`config.mk`:
```
export PLATFORM = sky130hd
export DESIGN_NAME = cpu_clk_ctrl
export DESIGN_NICKNAME = d
export VERILOG_FILES = /design/src/rtl/cpu_clk_pkg.sv /design/src/rtl/settle_timer.sv /design/src/rtl/clk_ctrl_regs.sv /design/src/rtl/ce_divider.sv /design/src/rtl/cpu_clk_ctrl.sv
export SDC_FILE = /design/constraint.sdc
export NUM_CORES = 1
export LEC_CHECK = 0
export BUFFER_PORTS_ARGS = -buffer_cell sky130_fd_sc_hd__buf_2
export CAP_MARGIN = 20
export CORE_MARGIN = 4
export CORE_UTILIZATION = 45
export CTS_CLUSTER_DIAMETER = 150
export DETAILED_ROUTE_END_ITERATION = 6
export PLACE_DENSITY = 0.7
export SLEW_MARGIN = 40
export SYNTH_ARGS = -nofsm -noshare
export SYNTH_HDL_FRONTEND = slang
export SYNTH_HIERARCHICAL = 1
export SYNTH_SLANG_ARGS = --single-unit
```
`constraint.sdc`:
```
create_clock -name clk -period 1.4 [get_ports clk]
set_input_delay 0 -clock clk [delete_from_list [all_inputs] [get_ports clk]]
set_output_delay 0 -clock clk [all_outputs]
set_load 0.02 [all_outputs]
```
`src/rtl/cpu_clk_pkg.sv`:
```
package cpu_clk_pkg;
  typedef enum logic {
    SRC_MAIN = 1'b0,
    SRC_SUB  = 1'b1
  } clk_src_e;

  localparam int STOP_BIT  = 7;
  localparam int SPEED_BIT = 1;
  localparam int SRC_BIT   = 4;

  localparam logic ADDR_CTRL = 1'b0;
  localparam logic ADDR_SRC  = 1'b1;
endpackage

```
`src/rtl/settle_timer.sv`:
```
module settle_timer #(
  parameter int SETTLE_W = 15
) (
  input  logic clk,
  input  logic rst_n,
  input  logic osc_stop,
  output logic main_ready
);
  localparam int CW = SETTLE_W + 1;

  logic [CW-1:0] cnt_q;

  always_ff @(posedge clk or negedge rst_n) begin
    if (!rst_n) begin
      cnt_q <= '0;
    end else if (osc_stop) begin
      cnt_q <= '0;
    end else if (!cnt_q[CW-1]) begin
      cnt_q <= cnt_q + 1'b1;
    end
  end

  assign main_ready = cnt_q[CW-1];


  stop_clears_ready_chk: assert property (@(posedge clk) disable iff (!rst_n)
    osc_stop |=> !main_ready);


  ready_sticky_chk: assert property (@(posedge clk) disable iff (!rst_n)
    (main_ready && !osc_stop) |=> main_ready);
endmodule

```
`src/rtl/clk_ctrl_regs.sv`:
```
module clk_ctrl_regs
  import cpu_clk_pkg::*;
(
  input  logic       clk,
  input  logic       rst_n,
  input  logic       wr_en,
  input  logic       wr_addr,
  input  logic [7:0] wr_data,
  input  logic       main_ready,
  input  logic       sub_ready,
  input  clk_src_e   act_src,
  output logic       stop_q,
  output logic       speed_q,
  output logic       src_q
);
  logic ctrl_we, src_we;
  logic stop_ok, src_ok;

  assign ctrl_we = wr_en && (wr_addr == ADDR_CTRL);
  assign src_we  = wr_en && (wr_addr == ADDR_SRC);

  // stopping needs the subsystem source both requested and running;
  // restarting is always allowed
  assign stop_ok = !wr_data[STOP_BIT] || (src_q && (act_src == SRC_SUB));
  // each source can only be requested when it is settled
  assign src_ok  = wr_data[SRC_BIT] ? sub_ready : (main_ready && !stop_q);

  always_ff @(posedge clk or negedge rst_n) begin
    if (!rst_n) begin
      stop_q  <= 1'b0;
      speed_q <= 1'b0;
      src_q   <= 1'b0;
    end else begin
      if (ctrl_we) begin
        speed_q <= wr_data[SPEED_BIT];
        if (stop_ok) stop_q <= wr_data[STOP_BIT];
      end
      if (src_we && src_ok) src_q <= wr_data[SRC_BIT];
    end
  end


  stop_only_on_sub_chk: assert property (@(posedge clk) disable iff (!rst_n)
    $rose(stop_q) |-> $past(src_q && (act_src == SRC_SUB)));


  back_to_main_chk: assert property (@(posedge clk) disable iff (!rst_n)
    $fell(src_q) |-> $past(main_ready && !stop_q));


  to_sub_needs_ready_chk: assert property (@(posedge clk) disable iff (!rst_n)
    $rose(src_q) |-> $past(sub_ready));
endmodule

```
`src/rtl/ce_divider.sv`:
```
module ce_divider
  import cpu_clk_pkg::*;
#(
  parameter int FAST_DIV = 2,
  parameter int SLOW_DIV = 8
) (
  input  logic     clk,
  input  logic     rst_n,
  input  logic     main_ready,
  input  logic     sub_tick,
  input  logic     sel_sub,
  input  logic     sel_fast,
  output logic     cpu_ce,
  output clk_src_e act_src,
  output logic     act_fast
);
  localparam int MAXD = (FAST_DIV > SLOW_DIV) ? FAST_DIV : SLOW_DIV;
  localparam int DW   = (MAXD > 2) ? $clog2(MAXD) : 1;
  localparam logic [DW-1:0] FAST_LIM = DW'(FAST_DIV - 1);
  localparam logic [DW-1:0] SLOW_LIM = DW'(SLOW_DIV - 1);

  logic [DW-1:0] div_q;
  logic [DW-1:0] cur_lim;
  logic          main_hit;
  logic          tick;

  assign cur_lim  = act_fast ? FAST_LIM : SLOW_LIM;
  assign main_hit = main_ready && (div_q == cur_lim);
  assign tick     = (act_src == SRC_SUB) ? sub_tick : main_hit;

  always_ff @(posedge clk or negedge rst_n) begin
    if (!rst_n) begin
      div_q    <= '0;
      cpu_ce   <= 1'b0;
      act_src  <= SRC_MAIN;
      act_fast <= 1'b0;
    end else begin
      cpu_ce <= tick;
      if (tick) begin
        // pulse boundary: adopt the requested configuration
        act_src  <= sel_sub ? SRC_SUB : SRC_MAIN;
        act_fast <= sel_fast;
        div_q    <= '0;
      end else if ((act_src == SRC_MAIN) && main_ready) begin
        div_q <= div_q + 1'b1;
      end
    end
  end


  switch_on_pulse_chk: assert property (@(posedge clk) disable iff (!rst_n)
    (!$stable(act_src) || !$stable(act_fast)) |-> cpu_ce);


  no_ce_unsettled_chk: assert property (@(posedge clk) disable iff (!rst_n)
    (!main_ready && (act_src == SRC_MAIN)) |=> !cpu_ce);

  generate
    if (SLOW_DIV > 1) begin : g_slow_gap

      slow_gap_chk: assert property (@(posedge clk) disable iff (!rst_n)
        (cpu_ce && (act_src == SRC_MAIN) && !act_fast) |=> !cpu_ce);
    end
  endgenerate
endmodule

```
`src/rtl/cpu_clk_ctrl.sv`:
```
module cpu_clk_ctrl
  import cpu_clk_pkg::*;
#(
  parameter int SETTLE_W = 15,
  parameter int FAST_DIV = 2,
  parameter int SLOW_DIV = 8
) (
  input  logic       clk,
  input  logic       rst_n,
  input  logic       sub_tick,
  input  logic       sub_ready,
  input  logic       wr_en,
  input  logic       wr_addr,
  input  logic [7:0] wr_data,
  output logic       cpu_ce,
  output logic       main_osc_en,
  output logic       main_ready,
  output logic       on_sub,
  output logic       fast_active,
  output logic [7:0] pcc_rd,
  output logic [7:0] css_rd
);
  logic     stop_q, speed_q, src_q;
  clk_src_e act_src;
  logic     act_fast;

  settle_timer #(.SETTLE_W(SETTLE_W)) u_settle (
    .clk        (clk),
    .rst_n      (rst_n),
    .osc_stop   (stop_q),
    .main_ready (main_ready)
  );

  clk_ctrl_regs u_regs (
    .clk        (clk),
    .rst_n      (rst_n),
    .wr_en      (wr_en),
    .wr_addr    (wr_addr),
    .wr_data    (wr_data),
    .main_ready (main_ready),
    .sub_ready  (sub_ready),
    .act_src    (act_src),
    .stop_q     (stop_q),
    .speed_q    (speed_q),
    .src_q      (src_q)
  );

  ce_divider #(.FAST_DIV(FAST_DIV), .SLOW_DIV(SLOW_DIV)) u_div (
    .clk        (clk),
    .rst_n      (rst_n),
    .main_ready (main_ready),
    .sub_tick   (sub_tick),
    .sel_sub    (src_q),
    .sel_fast   (speed_q),
    .cpu_ce     (cpu_ce),
    .act_src    (act_src),
    .act_fast   (act_fast)
  );

  assign main_osc_en = !stop_q;
  assign on_sub      = (act_src == SRC_SUB);
  assign fast_active = act_fast && (act_src == SRC_MAIN);

  always_comb begin
    pcc_rd            = 8'h00;
    pcc_rd[STOP_BIT]  = stop_q;
    pcc_rd[SPEED_BIT] = speed_q;
    css_rd            = 8'h00;
    css_rd[SRC_BIT]   = src_q;
  end


  osc_follows_stop_chk: assert property (@(posedge clk) disable iff (!rst_n)
    !main_osc_en |-> on_sub);
endmodule

```
==> results of run 1 <==
-- state kept, by name (all words and copies together), names as in the netlist --
register        count
u_div/act_src       1
u_div/div_q         3
u_div/act_fast      1
u_regs/stop_q       1
u_regs/speed_q      1
u_regs/src_q        1
u_settle/cnt_q     16
u_div/cpu_ce        1
-- area by class of cell --
type | count | area, um^2
fill | 266 | 1230
multi-input combinational | 116 | 835
sequential | 25 | 629
timing repair buffer | 46 | 330
tap | 44 | 55.1
clock buffer | 4 | 26.3
inverter | 7 | 26.3
-- kinds of logic (layout without fill, tap and decap cells) --
logic type	Yosys count	after routing	synth area share
and+or+nand+nor	61	62	0.259
adders and majority gates	2	2	0.0167
muxes	7	7	0.0544
AOI/OAI and AO/OA	28	28	0.115
buffers and inverters	27	57	0.110
xor gates and xnor gates	4	4	0.0234
other	1	13	0.00251
DFF	25	25	0.418
-- stage by stage --
step / TNS (ns) / instances / setup slack (ns) / total power (uW) / hold slack [ns]
4_1_cts: -0.101 / 239 / -0.0294 / 1190 / 0.0400
3_5_place_dp: -0.365 / 224 / -0.0995 / 845 / 0.0215
6_report: -0.0618 / 242 / -0.0270 / 1170 / 0.0550
5_1_grt: -0.656 / 242 / -0.110 / 1240 / 0.0326
2_1_floorplan: -0.691 / 167 / -0.148 / 843 / -0.296
3_3_place_gp: -0.0558 / 224 / -0.0183 / 842 / 0.0199
-- what timing repair did --
item,in CTS,in global routing
gates cloned,0,1
buffers inserted,4,2
endpoints found under the hold margin,29,0
setup endpoints to repair,8,11
resized for setup,9,9
hold buffers,7,0
pin swaps,0,3
-- metal layers --
layer | wire length (um) | GRT usage | up-vias
li1 | - | - | 620
met1 | 1560 | 0.213 | 596
met2 | 1530 | 0.268 | 48
met3 | 143 | 0.0154 | 4
met4 | 44 | 0.0725 | 0
met5 | 0 | 0 | -
-- worst max-delay path: stages (launching register included) --
cell     delay [ns]
dfrtp_1        0.42
nand4_4        0.21
nor4_2         0.34
mux2_2         0.36
-- path summary, 6_finish.rpt --
kind	from	end	slack, ns
max reg2reg	u_settle/cnt_q[5]$_DFFE_PN0P_	u_settle/cnt_q[12]$_DFFE_PN0P_	-0.03
min	wr_addr	u_regs/stop_q$_DFFE_PN0P_	0.06
max in group asynchronous	rst_n	u_settle/cnt_q[2]$_DFFE_PN0P_	0.81
max	u_settle/cnt_q[5]$_DFFE_PN0P_	u_settle/cnt_q[12]$_DFFE_PN0P_	-0.03
min reg2reg	u_regs/speed_q$_DFFE_PN0P_	u_regs/speed_q$_DFFE_PN0P_	0.60
min in group asynchronous	rst_n	u_settle/cnt_q[8]$_DFFE_PN0P_	0.19
-- synthesized netlist by cell type (4+ instances only) --
cell type / instances
a21oi_1: 9
buf_4: 16
dfrtp_1: 25
inv_1: 7
mux2_2: 5
nand2_1: 6
nand3_1: 5
nand4b_1: 5
nor2_1: 14
nor2b_1: 6
nor4_1: 5
o21ai_0: 5
o31ai_1: 4
or4_1: 4
xor2_1: 4
-- power by group --
| group | leakage, uW | switching, uW | internal (uW) |
|---|---|---|---|
| logic | 0.000513 | 71.5 | 39.4 |
| registers | 0.000313 | 8.52 | 728 |
| clock network | 0.0000150 | 211 | 111 |
| total | 0.000841 | 292 | 879 |
==> results.cfg, run 1 <==
[pwr]
p_leak_uw = 0.000841
ir_drop_v = 0.000426
powerDensity_nw_per_um2 = 616

[routing]
postRouteWirelength_mm = 3.28
vias_per_cell = 5.24
dr_total_vias = 1268
dr.first_iter.drc_count = 50
wl_per_cell_um = 13.5
antenna_left = 0
drcViolationCount = 0
dr.pass1.iters = 4

[clocking]
clkLatencyLatePin_ns = 0.32
cts_tree = done
cts_buffers = 3
cts-root-buf = clkbuf_4
max-clock-path-buffers = 2
clk_pin_slew_ns = 0.14
h-tree-depth = 1
clock_sinks = 25

[cells_and_area]
stdcell_area_um2 = 1900
final_common_cell = dfrtp_1
final_cell_mix = dfrtp_1 (22), buf_4 (21), buf_2 (16)
nets = 215
area_growth_pct = 27.2
finish.utilization = 0.608
n_antenna_cell = 0
drive_gt1_frac = 0.333

[run_status]
violations = setup timing
status = complete, but fails checks

[placed_design]
globalplace.congestion = 0.771
numPortBuffers = 16
dp_hpwl_mm = 2.15
placement.cell_area_um2 = 1670

[sta]
period_minus_slack_ns = 1.43
worstMarginPinSlew_ns = 0.556
finalSetupViolations = 3
worst_clock_skew_ns = 0.00735
drv_slew = 0
rsz0062_at_grt = yes
max_freq_mhz = 701
slew-limit-headroom = 0.629
hold_viol = 0
finalCritPeriodShare = 1.02
worst_slack_ns = -0.0270

[floorplanning]
num_rows = 20
die_h_um = 65.6
dieArea_um2 = 4310
die_w_um = 65.6
placeableCoreArea_um2 = 3130
start_util = 0.478
ios = 35

[grt]
grt_max_degree = 26
grt-ovfl-total = 0
antenna_found_initial = 0
grt_pass1_wl_mm = 5.56
track_usage = 0.162
grt_pass1_vias = 1250

[setup_path]
worstSetupStartpointType = flop
cp_max_fo = 8
arrival_ns = 1.65
critical_path_class = flop to flop
required_ns = 1.62
endpoint_kind = flop
worstRegToRegCells = 3

[yosys]
yosysUniqueCellTypes = 38
ys_seq_elements = 25
netlist_area_um2 = 1500
avgSynthCellArea_um2 = 9.65
ys.flop_type = dfrtp_1
async_flop_share = 1.00
synth_warnings = 6
synth_area_leaders = dfrtp_1 (42%), buf_4 (8.0%), mux2_2 (3.8%)
ys_seq_area_frac = 0.418
yosys.area.top_type_share = 0.418
synth_cells = 155
synth_top_cell_by_area = dfrtp_1
synth_enable_flop_cells = 0

[job]
maxCapViolCount = 0

[worst_hold_path]
holdPathStages = 3
min_path_type = primary input to flop
Power figures use the tool's default switching activity.
==> run 2: changes to the inputs <==
--- a/config.mk
+++ b/config.mk
@@ -7,13 +7,16 @@
 export LEC_CHECK = 0
 export BUFFER_PORTS_ARGS = -buffer_cell sky130_fd_sc_hd__buf_2
 export CAP_MARGIN = 20
+export CELL_PAD_IN_SITES_DETAIL_PLACEMENT = 1
+export CELL_PAD_IN_SITES_GLOBAL_PLACEMENT = 2
 export CORE_MARGIN = 4
-export CORE_UTILIZATION = 45
+export CORE_UTILIZATION = 29
 export CTS_CLUSTER_DIAMETER = 150
 export DETAILED_ROUTE_END_ITERATION = 6
-export PLACE_DENSITY = 0.7
+export PLACE_DENSITY = 0.74
 export SLEW_MARGIN = 40
 export SYNTH_ARGS = -nofsm -noshare
 export SYNTH_HDL_FRONTEND = slang
 export SYNTH_HIERARCHICAL = 1
 export SYNTH_SLANG_ARGS = --single-unit
+export TNS_END_PERCENT = 5
==> results.cfg, run 2 (synthesis results as in run 1) <==
[run_status]
status = complete, but fails checks
violations = setup timing

[worst_hold_path]
holdPathEnd = u_regs/src_q$_DFFE_PN0P_
hp-start = wr_en
holdPathStages = 3
min_path_type = primary input to flop

[routing]
drcViolationCount = 0
postRouteWirelength_mm = 3.64
vias_per_cell = 4.78
dr_total_vias = 1244
dr.first_iter.drc_count = 28
wl_per_cell_um = 14.0
antenna_left = 0
dr.pass1.iters = 4

[cells_and_area]
area_growth_pct = 27.1
drive_gt1_frac = 0.321
top_register = u_settle/cnt_q
n_antenna_cell = 0
stdcell_area_um2 = 1900
finish.utilization = 0.392
final_cell_mix = dfrtp_1 (24), buf_4 (18), buf_2 (16)
reg_top3 = u_settle/cnt_q: 16 flops, u_div/div_q: 3 flops
largest_register_ffs = 16
nets = 210
final_common_cell = dfrtp_1

[setup_path]
worstSetupStartpointType = flop
critPathMaxStageDelay_ns = 0.41
critical_path_class = flop to flop
crit_slowest_cell = dfrtp_1
worstRegToRegCells = 5
required_ns = 1.60
worstReg2RegEnd = u_settle/cnt_q[8]$_DFFE_PN0P_
path_cells = ha_4 > buf_4 > nand4b_1 > or3_1 > a21oi_1
cp_max_fo = 3
endpoint_kind = flop
r2r_slack_ns = -0.05
arrival_ns = 1.65
reg2reg_from = u_settle/cnt_q[0]$_DFFE_PN0P_

[placed_design]
dp_hpwl_mm = 2.70
place_ws_ns = -0.0977
numPortBuffers = 16
globalplace.congestion = 0.783
placement.cell_area_um2 = 1700

[sta]
max_freq_mhz = 688
finalSetupViolations = 7
worst_clock_skew_ns = 0.00206
slew-limit-headroom = 0.615
rsz0062_at_grt = yes
worst_slack_ns = -0.0535
period_minus_slack_ns = 1.45
finalCritPeriodShare = 1.04
worstMarginPinSlew_ns = 0.578
drv_slew = 0
hold_viol = 0
fin_hold_ws_ns = 0.0131

[pwr]
ir_drop_v = 0.000301
powerDensity_nw_per_um2 = 674
p_leak_uw = 0.000806
finalPower_uw = 1280

[grt]
grt_max_degree = 26
grt_pass1_vias = 1330
grt-ovfl-total = 0
track_usage = 0.127
globalRouteMet3Util = 0.0158
met2_usage = 0.219
gr-max-usage-layer = met2
antenna_found_initial = 0
grt_pass1_wl_mm = 6.37
gr-usage-met1 = 0.159

[clocking]
clk_pin_slew_ns = 0.09
cts_tree = done
h-tree-depth = 1
cts-root-buf = clkbuf_8
clock_sinks = 25
clkLatencyLatePin_ns = 0.27
max-clock-path-buffers = 2
cts_buffers = 3

[floorplanning]
ios = 35
dieArea_um2 = 6370
num_rows = 25
die_w_um = 79.8
start_util = 0.308
die_h_um = 79.8
placeableCoreArea_um2 = 4850

[job]
maxCapViolCount = 0
run 2: changes by cell type in the layout (fill, tap and decap cells not counted), sizes merged:
cell / delta
dlygate4sd3: -2
clkbuf: -1
clkinv: +1
buf: -2
nand3: -1
run 2: metrics by stage:
step / TNS (ns) / cells
3_5_place_dp: -0.415 / 247
2_1_floorplan: -0.750 / 167
6_report: -0.169 / 260
5_1_grt: -1.09 / 260
3_3_place_gp: -0.0740 / 247
4_1_cts: -0.289 / 260
run 2: how the worst max path moves through the flow:
stage / start / endpoint / slack [ns] / depth (start not counted)
4_1_cts: u_settle/cnt_q[0]$_DFFE_PN0P_ / u_settle/cnt_q[11]$_DFFE_PN0P_ / -0.07 / 4
3_3_place_gp: u_settle/cnt_q[3]$_DFFE_PN0P_ / u_settle/cnt_q[10]$_DFFE_PN0P_ / -0.05 / 3
6_report: u_settle/cnt_q[0]$_DFFE_PN0P_ / u_settle/cnt_q[8]$_DFFE_PN0P_ / -0.05 / 5
5_1_grt: u_settle/cnt_q[1]$_DFFE_PN0P_ / u_settle/cnt_q[11]$_DFFE_PN0P_ / -0.13 / 4
2_1_floorplan: u_settle/cnt_q[15]$_DFF_PN0_ / u_settle/cnt_q[13]$_DFFE_PN0P_ / -0.15 / 4
3_5_place_dp: u_settle/cnt_q[0]$_DFFE_PN0P_ / u_settle/cnt_q[14]$_DFFE_PN0P_ / -0.1 / 5
run 2: layout make-up:
type	instances	area (um^2)
fill	580	2950
multi-input combinational	115	818
sequential	25	627
timing repair buffer	42	299
tap	67	83.8
clock buffer	3	41.3
inverter	7	26.3
clock inverter	1	5.00
run 2: critical path: cells and delay by family (launching register included):
kind            cells  cell delay, ns
fa+ha+maj           1            0.18
flops               1            0.41
simple gates        2            0.51
compound gates      1            0.17
buf+inv             1            0.10
run 2: per-layer routing:
layer  routed length, um  vias to the layer above  share of wire
met2                1840                       24           0.50
li1                    -                      602              -
met1                1630                      614           0.45
met5                   0                        -              0
met3                 121                        4          0.033
met4                  51                        0          0.014
run 2: repair_timing:
action,4_1_cts,5_1_grt
hold buffers,5,0
resized for setup,13,2
pin swaps,4,3
setup buffers,4,0
setup endpoints to repair,7,11
hold endpoints to repair,28,0
run 2: power breakdown:
group	total, uW	internal (uW)	switching [uW]	leakage [uW]
registers	736	728	7.91	0.000315
clock network	440	199	241	0.0000255
logic	106	34.1	72.0	0.000466
